### src/rtl/pe_seq_pkg.sv
package pe_seq_pkg;

  typedef enum logic [2:0] {
    OP_NONE  = 3'd0,
    OP_WRITE = 3'd1,
    OP_ERASE = 3'd2,
    OP_WRAL  = 3'd3,
    OP_ERAL  = 3'd4,
    OP_EWEN  = 3'd5,
    OP_EWDS  = 3'd6,
    OP_READ  = 3'd7
  } op_e;

  // program-type opcodes go through the self-timed cycle
  function automatic logic is_prog_op(op_e op);
    return (op == OP_WRITE) || (op == OP_ERASE) || (op == OP_WRAL) || (op == OP_ERAL);
  endfunction

  // opcodes whose stored value is all ones
  function automatic logic is_erase_op(op_e op);
    return (op == OP_ERASE) || (op == OP_ERAL);
  endfunction

  // opcodes touching every word
  function automatic logic is_all_op(op_e op);
    return (op == OP_WRAL) || (op == OP_ERAL);
  endfunction

endpackage

### src/rtl/pe_wel.sv
module pe_wel
  import pe_seq_pkg::*;
(
  input  logic clk,
  input  logic rst,
  input  logic accept,
  input  op_e  op,
  output logic wen
);

  always_ff @(posedge clk) begin
    if (rst) begin
      wen <= 1'b0;
    end else if (accept) begin
      if (op == OP_EWEN) wen <= 1'b1;
      else if (op == OP_EWDS) wen <= 1'b0;
    end
  end

endmodule

### src/rtl/pe_window.sv
module pe_window
  import pe_seq_pkg::*;
#(
  parameter int AW = 4,
  parameter int DW = 16
) (
  input  logic          clk,
  input  logic          rst,
  input  logic          arm,
  input  op_e           op,
  input  logic [AW-1:0] addr,
  input  logic [DW-1:0] data,
  input  logic          cs,
  input  logic          sk_rise,
  output logic          pending,
  output logic          launch,
  output op_e           h_op,
  output logic [AW-1:0] h_addr,
  output logic [DW-1:0] h_data
);

  logic cs_q;
  logic cs_fall;

  assign cs_fall = cs_q && !cs;
  // a rising serial edge closes the window, even in the same clock as the fall
  assign launch  = pending && cs_fall && !sk_rise;

  always_ff @(posedge clk) begin
    if (rst) begin
      cs_q    <= 1'b0;
      pending <= 1'b0;
      h_op    <= OP_NONE;
      h_addr  <= '0;
      h_data  <= '0;
    end else begin
      cs_q <= cs;
      if (arm) begin
        pending <= 1'b1;
        h_op    <= op;
        h_addr  <= addr;
        h_data  <= data;
      end else if (pending && (sk_rise || cs_fall)) begin
        pending <= 1'b0;
      end
    end
  end

endmodule

### src/rtl/pe_timer.sv
module pe_timer #(
  parameter int PROG_CYCLES = 8
) (
  input  logic clk,
  input  logic rst,
  input  logic launch,
  output logic busy,
  output logic done
);

  localparam int CW = $clog2(PROG_CYCLES + 1);

  logic [CW-1:0] cnt;

  assign done = busy && (cnt == '0);

  always_ff @(posedge clk) begin
    if (rst) begin
      busy <= 1'b0;
      cnt  <= '0;
    end else if (launch) begin
      busy <= 1'b1;
      cnt  <= CW'(PROG_CYCLES - 1);
    end else if (busy) begin
      if (cnt == '0) busy <= 1'b0;
      else           cnt  <= cnt - 1'b1;
    end
  end

endmodule

### src/rtl/pe_status.sv
module pe_status (
  input  logic clk,
  input  logic rst,
  input  logic cs,
  input  logic di,
  input  logic sk_rise,
  input  logic sk_fall,
  input  logic launch,
  input  logic busy,
  output logic do_out,
  output logic do_oe
);

  logic show;
  logic release_req;

  assign do_oe  = cs && show;
  assign do_out = show && !busy;

  always_ff @(posedge clk) begin
    if (rst) begin
      show        <= 1'b0;
      release_req <= 1'b0;
    end else if (launch) begin
      show        <= 1'b1;
      release_req <= 1'b0;
    end else if (!cs) begin
      release_req <= 1'b0;
    end else if (sk_fall && release_req) begin
      show        <= 1'b0;
      release_req <= 1'b0;
    end else if (sk_rise && di && show) begin
      release_req <= 1'b1;
    end
  end

endmodule

### src/rtl/pe_sequencer.sv
module pe_sequencer
  import pe_seq_pkg::*;
#(
  parameter int AW          = 4,
  parameter int DW          = 16,
  parameter int PROG_CYCLES = 8
) (
  input  logic          clk,
  input  logic          rst,
  input  logic          cs,
  input  logic          di,
  input  logic          sk_rise,
  input  logic          sk_fall,
  input  logic          req_valid,
  input  logic [2:0]    req_op,
  input  logic [AW-1:0] req_addr,
  input  logic [DW-1:0] req_data,
  input  logic [AW-1:0] rd_addr,
  output logic [DW-1:0] rd_data,
  output logic          do_out,
  output logic          do_oe
);

  localparam int DEPTH = 1 << AW;

  op_e           op_in;
  op_e           h_op;
  logic [AW-1:0] h_addr;
  logic [DW-1:0] h_data;
  logic          wen, busy, pending, launch, wr_fire;
  logic          accept, arm;
  logic [DW-1:0] wr_word;
  logic [DW-1:0] mem [DEPTH];
  logic [DEPTH-1:0] hit;

  function automatic logic [DW-1:0] fill_word(op_e op, logic [DW-1:0] d);
    return is_erase_op(op) ? {DW{1'b1}} : d;
  endfunction

  assign op_in  = op_e'(req_op);
  assign accept = req_valid && cs && !busy;
  assign arm    = accept && wen && is_prog_op(op_in);

  pe_wel wel_i (
    .clk(clk), .rst(rst), .accept(accept), .op(op_in), .wen(wen)
  );

  pe_window #(.AW(AW), .DW(DW)) win_i (
    .clk(clk), .rst(rst), .arm(arm), .op(op_in), .addr(req_addr), .data(req_data),
    .cs(cs), .sk_rise(sk_rise), .pending(pending), .launch(launch),
    .h_op(h_op), .h_addr(h_addr), .h_data(h_data)
  );

  pe_timer #(.PROG_CYCLES(PROG_CYCLES)) tmr_i (
    .clk(clk), .rst(rst), .launch(launch), .busy(busy), .done(wr_fire)
  );

  pe_status st_i (
    .clk(clk), .rst(rst), .cs(cs), .di(di), .sk_rise(sk_rise), .sk_fall(sk_fall),
    .launch(launch), .busy(busy), .do_out(do_out), .do_oe(do_oe)
  );

  assign wr_word = fill_word(h_op, h_data);

  for (genvar g = 0; g < DEPTH; g++) begin : g_hit
    assign hit[g] = wr_fire && (is_all_op(h_op) || (h_addr == AW'(g)));
  end

  // array is non-volatile: reset leaves it untouched
  always_ff @(posedge clk) begin
    for (int i = 0; i < DEPTH; i++) begin
      if (hit[i]) mem[i] <= wr_word;
    end
  end

  assign rd_data = mem[rd_addr];

endmodule

### config.mk
export PLATFORM = sky130hd
export DESIGN_NAME = pe_sequencer
export DESIGN_NICKNAME = d
export VERILOG_FILES = /design/src/rtl/pe_seq_pkg.sv /design/src/rtl/pe_wel.sv /design/src/rtl/pe_window.sv /design/src/rtl/pe_timer.sv /design/src/rtl/pe_status.sv /design/src/rtl/pe_sequencer.sv
export SDC_FILE = /design/constraint.sdc
export NUM_CORES = 1
export LEC_CHECK = 0
export ABC_AREA = 1
export ABC_CLOCK_PERIOD_IN_PS = 4150
export BUFFER_PORTS_ARGS = -buffer_cell sky130_fd_sc_hd__buf_4
export CAP_MARGIN = 20
export CORE_UTILIZATION = 45
export CTS_CLUSTER_DIAMETER = 120
export DETAILED_ROUTE_END_ITERATION = 8
export PLACE_DENSITY = 0.57
export SYNTH_ARGS = -nofsm -noshare
export SYNTH_HDL_FRONTEND = slang
export SYNTH_SLANG_ARGS = --single-unit
### constraint.sdc
create_clock -name clk -period 4.15 [get_ports clk]
set_input_delay 0.2075 -clock clk [delete_from_list [all_inputs] [get_ports clk]]
set_output_delay 0.2075 -clock clk [all_outputs]
set_load 0.005 [all_outputs]
==> run summary <==
Drt initial violations = 625
Post-synth top area share = 61.15%
Syn Std Cell Area = 12,570 um^2
Hold Fails Final Rpt = 0
WP data arrival = 2.97 ns
Synthesized area per cell = 9.686 um^2
NumNets Final = 1,391
CP Class = reg -> reg
Routability cong. = 0.8206
CP required = 4.33 ns
Fmax = 0.3582 GHz
Bufs on Longest Clock Path = 3
Met2 WL = 15,540 um
Count of cell types in the netlist = 22
Status = completed
Leak Pwr = 6.276 nW
Area contributors post-synth = edfxtp_1 61%, nand2_1 12%, nand3_1 7.9%
Endpoint class of the critical path = flop
Post-synth top area cell = edfxtp_1
Rows = 60
Drt wl/cell = 18.00 um
Syn Inst Count = 1,298
Die Area = 28,610 um^2
Layout Skew = 0.007885 ns
CP max FO = 16
Die X = 169.1 um
Total power = 6.287 mW
Sequential element share of the synthesized area = 66.40%
Routed wl met3 = 1605 um
Max-slew violations = 0
Peak supply drop = 0.0002905 V
Setup_tns = 0 ns
Register area = 8348 um^2
Total number of vias = 8,621
Max-Cap Viols = 0
CTS tree = yes
Largest net degree at the start of global routing = 88
Antenna Cells = 0
Power per Cell Area = 431.2 nW/um^2
Router iterations before antenna repair = 5
Final global-route overflow total = 0
Via density = 4.921
Post-route antenna net violation count = 0
Initial Util = 46.26%
# fillers = 2,504
Io pins = 52
Layout cells sized above 1 = 9.058%
Total wire length = 31,530 um
Highest routed layer = met4
Post-route DRC = 0
Actual slew at the worst max-slew pin = 1.057 ns
Port Buffers = 51
Die H = 169.1 um
Fin crit period = 2.792 ns
Core Footprint = 27,180 um^2
First-pass GRT wire length = 48,360 um
Initial antenna violation count = 0
CTS root buf = clkbuf_16
CTS sink count = 289
Area Growth Syn to Fin = 15.98%
Vias in the first global route = 8,237
Clk slew on worst S/H paths = 0.06 ns
Startpoint Class = flop
Resize count post-CTS = 0
Post-synthesis net count = 1,333
Met1 Routed Length = 13,600 um
Cts bufs inserted = 30
FF+latch count, synth = 289
DP HPWL = 18,920 um
Clk_lat worst skew = 0.56 ns
CTS H-Tree Depth = 1
Hold crit path type = in -> reg
Final worst path period share = 67.28%
Rel. slew slack = 29.35%
Setup violations, final = 0
GRT Total Usage = 22.92%
Synth Warn # = 0
RSZ-0062 raised after global routing = false
Multi-input logic area = 3068 um^2
logic make-up after synthesis:
group	synth area share (%)
AND/OR/NAND/NOR	21.65
buffers and inverters	9.674
AO/OA/AOI/OAI	2.180
adder cells (fa/ha/maj)	0.09951
flip-flops	66.40
timing repair:
item	CTS	global route
setup buffers	0	0
hold endpoints to repair	30	0
hold buffers	30	0
critical path, stage by stage, from the launching register on:
cell and delay (ns):
dfxtp_1 0.31, inv_1 0.10, ha_1 0.20, nand3_1 0.13, inv_1 0.08, nand2_1 0.57, a21oi_2 1.00
worst paths after layout:
kind	from	end	slack (ns)	depth (start not counted)
worst min register to register	tmr_i.cnt[0]$_SDFFE_PP0P_	tmr_i.cnt[0]$_SDFFE_PP0P_	0.47	2
worst max-delay path	tmr_i.cnt[0]$_SDFFE_PP0P_	mem[15][0]$_DFFE_PP_	1.36	6
worst min-delay path	req_valid	win_i.h_op[2]$_SDFFE_PP0P_	0.24	6
worst max register to register	tmr_i.cnt[0]$_SDFFE_PP0P_	mem[15][0]$_DFFE_PP_	1.36	6
cells in the final DEF, fill, tap and decap left out, types with 16 or more instances in the layout:
master         Yosys  routed
nand2_1          395     395
edfxtp_1         256     256
inv_1            235     235
nand3_1          198     198
buf_4              6      57
nor2_1            55      55
dfxtp_1           33      33
clkbuf_16          0      32
dlygate4sd3_1      0      30
o21ai_0           24      24
a21oi_2            0      16
final cells by class:
| type | instances | share of cell area (%) |
|---|---|---|
| tap | 372 | 3.192 |
| clock inverter | 14 | 1.218 |
| sequential | 289 | 57.25 |
| inverter | 238 | 6.144 |
| timing repair buffer | 88 | 5.131 |
| clock buffer | 42 | 6.024 |
| multi-input combinational | 709 | 21.04 |
sequential cells by signal, summed over array words and instances, names as in the netlist:
name and cells:
mem 256, st_i.release_req 1, st_i.show 1, tmr_i.busy 1
tmr_i.cnt 4, wel_i.wen 1, win_i.cs_q 1, win_i.h_addr 4
win_i.h_data 16, win_i.h_op 3, win_i.pending 1
layer usage:
metal | up-vias | track usage [%]
li1 | 4279 | -
met3 | 47 | 3.032
met4 | 0 | 6.541
met1 | 4050 | 30.45
met5 | - | 0
met2 | 245 | 39.40
synthesized netlist by cell type (all sizes together):
cell and count:
nand2 396, nor3 1, nor2 55, dfxtp 33, a31oi 1, inv 237, clkbuf 14, buf 48
o211ai 1, clkinv 1, edfxtp 256, nand3 198, a21oi 24, ha 1, o21ai 28, nand4 4
power by group:
group	leakage, nW	internal (mW)	total (mW)	switching [mW]
logic	3.12	0.121	0.335	0.214
registers	2.63	3.13	3.13	0.00116
clock network	0.520	1.72	2.82	1.10
total	6.28	4.97	6.29	1.32
through the flow:
step | instances | utilization [%] | worst slack (ns) | hold WS (ns) | cell area, um^2
after global placement | 1666 | 48.66 | 1.312 | 0.4406 | 13230
after floorplan | 1298 | - | 1.895 | 0.3555 | 12570
after CTS | 1752 | 53.66 | 1.306 | 0.2246 | 14580
after detailed placement | 1666 | 48.66 | 1.318 | 0.4425 | 13230
after global routing | 1752 | 53.66 | 1.120 | 0.2807 | 14580
final | 1752 | 53.66 | 1.358 | 0.2383 | 14580
Power figures use the tool's default switching activity.
